### src/rtl/ldx_pkg.sv
package ldx_pkg;

    localparam int XLEN     = 64;
    localparam int NBYTE    = XLEN / 8;
    localparam int AW       = $clog2(NBYTE);
    localparam int OPC_W    = 7;
    localparam int F3_W     = 3;

    localparam logic [OPC_W-1:0] OPC_LOAD = 7'b0000011;

    typedef enum logic [1:0] {
        SZ_BYTE = 2'd0,
        SZ_HALF = 2'd1,
        SZ_WORD = 2'd2,
        SZ_FULL = 2'd3
    } ld_size_e;

    typedef struct packed {
        logic     is_load;
        ld_size_e size;
        logic     zext;
    } ld_ctrl_t;

    typedef struct packed {
        logic [31:0] w;
        logic [15:0] h;
        logic [7:0]  b;
    } ld_lanes_t;

    // Widen the low 'bits' bits of raw; the upper bits get the fill bit
    // (0 when zext is set, otherwise sgn).
    function automatic logic [XLEN-1:0] widen(
        input logic [XLEN-1:0] raw,
        input int              bits,
        input logic            zext,
        input logic            sgn
    );
        logic [XLEN-1:0] out;
        for (int i = 0; i < XLEN; i++) begin
            out[i] = (i < bits) ? raw[i] : (~zext & sgn);
        end
        return out;
    endfunction

endpackage

### src/rtl/ldx_decode.sv
module ldx_decode
    import ldx_pkg::*;
(
    input  logic [OPC_W-1:0] opcode,
    input  logic [F3_W-1:0]  funct3,
    output ld_ctrl_t         ctrl
);
    always_comb begin
        ctrl.is_load = (opcode == OPC_LOAD);
        ctrl.size    = SZ_FULL;
        ctrl.zext    = 1'b0;
        if (ctrl.is_load) begin
            unique case (funct3)
                3'b000: ctrl.size = SZ_BYTE;
                3'b001: ctrl.size = SZ_HALF;
                3'b010: ctrl.size = SZ_WORD;
                3'b011: ctrl.size = SZ_FULL;
                3'b100: begin ctrl.size = SZ_BYTE; ctrl.zext = 1'b1; end
                3'b101: begin ctrl.size = SZ_HALF; ctrl.zext = 1'b1; end
                3'b110: begin ctrl.size = SZ_WORD; ctrl.zext = 1'b1; end
                default: ctrl.size = SZ_FULL;
            endcase
        end
    end

    // unsigned control only for the three unsigned codes under a load
    always_comb begin
        a_r9_zext_codes: assert (ctrl.zext == (ctrl.is_load &&
            (funct3 == 3'b100 || funct3 == 3'b101 || funct3 == 3'b110)));
    end
endmodule

### src/rtl/ldx_lane_select.sv
module ldx_lane_select
    import ldx_pkg::*;
#(
    parameter int DW = XLEN
) (
    input  logic [DW-1:0]        data,
    input  logic [$clog2(DW/8)-1:0] addr,
    output ld_lanes_t            lanes
);
    localparam int NB  = DW / 8;
    localparam int NH  = DW / 16;
    localparam int NW  = DW / 32;
    localparam int LAW = $clog2(NB);

    logic [7:0]  blane [NB];
    logic [15:0] hlane [NH];
    logic [31:0] wlane [NW];

    for (genvar k = 0; k < NB; k++) begin : g_byte
        assign blane[k] = data[8*k +: 8];
    end
    for (genvar k = 0; k < NH; k++) begin : g_half
        assign hlane[k] = data[16*k +: 16];
    end
    for (genvar k = 0; k < NW; k++) begin : g_word
        assign wlane[k] = data[32*k +: 32];
    end

    assign lanes.b = blane[addr];
    assign lanes.h = hlane[addr[LAW-1:1]];
    assign lanes.w = wlane[addr[LAW-1:2]];
endmodule

### src/rtl/ldx_extend.sv
module ldx_extend
    import ldx_pkg::*;
(
    input  logic [XLEN-1:0] full,
    input  ld_lanes_t       lanes,
    input  ld_size_e        size,
    input  logic            zext,
    output logic [XLEN-1:0] result
);
    always_comb begin
        unique case (size)
            SZ_BYTE: result = widen({{(XLEN-8){1'b0}},  lanes.b}, 8,  zext, lanes.b[7]);
            SZ_HALF: result = widen({{(XLEN-16){1'b0}}, lanes.h}, 16, zext, lanes.h[15]);
            SZ_WORD: result = widen({{(XLEN-32){1'b0}}, lanes.w}, 32, zext, lanes.w[31]);
            default: result = full;
        endcase
    end

    always_comb begin
        // signed word copies bit 31 upward
        if (size == SZ_WORD && !zext)
            a_r2_word_sign_fill: assert (result[63:32] == {32{lanes.w[31]}});
        // unsigned word clears the upper half
        if (size == SZ_WORD && zext)
            a_r3_word_zero_fill: assert (result[63:32] == 32'h0 && result[31:0] == lanes.w);
        // unsigned byte clears bits above the byte
        if (size == SZ_BYTE && zext)
            a_r4_byte_zero_fill: assert (result == {{(XLEN-8){1'b0}}, lanes.b});
        // full load passes data through
        if (size == SZ_FULL)
            a_r7_full_pass: assert (result == full);
    end
endmodule

### src/rtl/ldx_unit.sv
module ldx_unit
    import ldx_pkg::*;
(
    input  logic [63:0] mem_data,
    input  logic [2:0]  addr_lo,
    input  logic [6:0]  opcode,
    input  logic [2:0]  funct3,
    output logic [63:0] load_value,
    output logic        zero_ext
);
    ld_ctrl_t  ctrl;
    ld_lanes_t lanes;

    ldx_decode u_dec (
        .opcode (opcode),
        .funct3 (funct3),
        .ctrl   (ctrl)
    );

    ldx_lane_select #(.DW(XLEN)) u_lane (
        .data  (mem_data),
        .addr  (addr_lo),
        .lanes (lanes)
    );

    ldx_extend u_ext (
        .full   (mem_data),
        .lanes  (lanes),
        .size   (ctrl.size),
        .zext   (ctrl.zext),
        .result (load_value)
    );

    assign zero_ext = ctrl.zext;

    always_comb begin
        // non-load opcodes pass data through with the control line low
        if (opcode != OPC_LOAD)
            a_r1_nonload_pass: assert (load_value == mem_data && !zero_ext);
        // the control line never rises outside a load
        if (zero_ext)
            a_r9_zext_is_load: assert (ctrl.is_load);
    end
endmodule

### config.mk
export PLATFORM = sky130hd
export DESIGN_NAME = ldx_unit
export DESIGN_NICKNAME = d
export VERILOG_FILES = /design/src/rtl/ldx_pkg.sv /design/src/rtl/ldx_decode.sv /design/src/rtl/ldx_lane_select.sv /design/src/rtl/ldx_extend.sv /design/src/rtl/ldx_unit.sv
export SDC_FILE = /design/constraint.sdc
export NUM_CORES = 1
export LEC_CHECK = 0
export BUFFER_PORTS_ARGS = -buffer_cell sky130_fd_sc_hd__buf_2
export CAP_MARGIN = 10
export CORE_MARGIN = 4
export CORE_UTILIZATION = 35
export DETAILED_ROUTE_END_ITERATION = 12
export GPL_ROUTABILITY_DRIVEN = 1
export MAX_ROUTING_LAYER = met4
export PLACE_DENSITY = 0.75
export SLEW_MARGIN = 10
export SYNTH_ARGS = -nofsm -noshare
export SYNTH_HDL_FRONTEND = slang
export SYNTH_HIERARCHICAL = 1
export SYNTH_SLANG_ARGS = --single-unit
### constraint.sdc
create_clock -name vclk -period 2.17
set_clock_uncertainty 0.1 [all_clocks]
set_input_delay 0.1085 -clock vclk [all_inputs]
set_output_delay 0.1085 -clock vclk [all_outputs]
set_load 0.02 [all_outputs]
==> reports/summary.txt <==
Status: finished with violations
Failing checks: negative setup slack
Critical path's slowest cell: or4_4
Placed Cells incl. Taps: 500
Clock buffers: 0
Critical path depth: 8
Number of remaining DRC errors: 0
Kind of critical path: primary input to output pin
Grt ovf: 0
Synthesized net count: 350
Crit path launch: opcode[6]
Post-Syn Area: 0.002327 mm2
Avg WL per Cell: 19.38 um
Antenna viol nets, final: 0
Crit path cell chain: buf_6, or4_4, or4_4, nand2b_4, a211o_4, clkbuf_16, nand2_4, buf_6
Final hold violation count: 0
Leakage Power: 0.001881 uW
Crit path max-delay family: simple AND/OR/NAND/NOR gates
Die Wd: 89.54 um
CP endpoint kind: output pin
Worst EP required: 1960 ps
Relative slew slack: 78.98%
Port Buffers: 142
Commonest non-fill, non-tap cell in the layout: buf_2
First-pass GRT wire length: 14920 um
Synthesis warning total: 6
Proportion of layout cells with a drive suffix above 1: 78.64%
Nets: 505
Die area: 0.008017 mm2
Critical path's largest stage delay: 550 ps
Gr usage total: 24.06%
Clock period minus worst slack: 2458 ps
PwrDens: 179.9 mW/mm2
Initial antenna violation count: 0
Seq_cells: 0
RePlAce Congestion: 0.8936
Post-place instance area: 0.003692 mm2
Antenna Cells: 0
RSZ-0062 raised after global routing: true
Detail Placement HPWL: 7516 um
Worst endpoint data arrival time: 2250 ps
Routed WL: 9748 um
Vias: 2952
Largest net degree at the start of global routing: 24
Max Transition Viols Final: 0
Final setup fails: 64
Avg Synthesized Cell Area: 8.525 um2
Final WS setup: -287.7 ps
Post-Place Worst Slack: -349.8 ps
Storage element area: 0 um2
DR pass1 iterations: 4
Crit path buf inv count: 3
Hold path start: mem_data[57]
Worst VDD drop: 0.1199 mV
Layout Cells excl Fill: 503
# rows: 29
Design area: 0.004244 mm2
Starting DRT DRC Count: 101
Chip Height: 89.54 um
Core Area: 0.006386 mm2
Synthesized instance count: 273
Vias in the first global route: 3133
Crit path max fanout: 8
Initial Utilization: 36.44%
Worst Hold Class: primary input to output pin
Max Cap Viol: 0
Number of vias per cell: 5.869
Startpoint types: primary input
Tcrit/Tclk final: 113.3%
Hold depth: 4
Commonest cells after routing, fill and taps aside: buf_2, buf_6, mux2_2
Max frequency: 0.4069 GHz
I/O pin cnt: 142
Slew @ Worst Pin: 313.0 ps
Area delta synth->final: 82.37%
==> worst min-delay path, cell delays in order <==
cell,delay [ps]
buf_2,110
a21oi_2,60
nand2_2,60
buf_6,110
==> report_power, final <==
part | internal, uW | leakage [uW] | total (uW) | switching (uW)
clock | 0 | 0 | 0 | 0
sequential | 0 | 0 | 0 | 0
combinational | 408 | 0.00188 | 764 | 356
total | 408 | 0.00188 | 764 | 356
==> cell type report <==
type               instances  area, um2
well taps                 77      96.34
multi-input cells        239       2611
repair buffers           187       1536
fillers                  504       2142
==> per-layer routing <==
metal | vias up | track usage (%) | part of all wire [%]
met2 | 161 | 44.75 | 52
met5 | - | - | 0
met1 | 1411 | 26.72 | 37
met3 | 32 | 2.673 | 7.5
li1 | 1348 | - | -
met4 | 0 | 6.901 | 3.2
==> metrics by stage <==
stage | power, uW | setup TNS (ps) | utilization [%] | hold WS (ps)
final | 763.6 | -15090 | 66.46 | 449.9
after global routing | 810.8 | -18020 | 66.46 | 462.3
after CTS | 750.1 | -14210 | 65.05 | 450.5
after detailed placement | 666.0 | -19180 | 57.82 | 480.6
after global placement | 649.2 | -18180 | 57.82 | 479.6
after floorplan | 442.5 | -9391 | - | 167.3
==> final timing paths <==
| kind | to | slack [ps] |
|---|---|---|
| min | load_value[57] | 450 |
| max | load_value[33] | -290 |
==> what timing repair did <==
action | CTS | global route
gates cloned | 1 | 1
gates resized for setup | 134 | 16
setup endpoints to repair | 64 | 64
pin swaps | 15 | 1
setup buffers | 1 | 0
hold buffers | 0 | 0
Note: power is estimated with default switching activity, not from simulation.
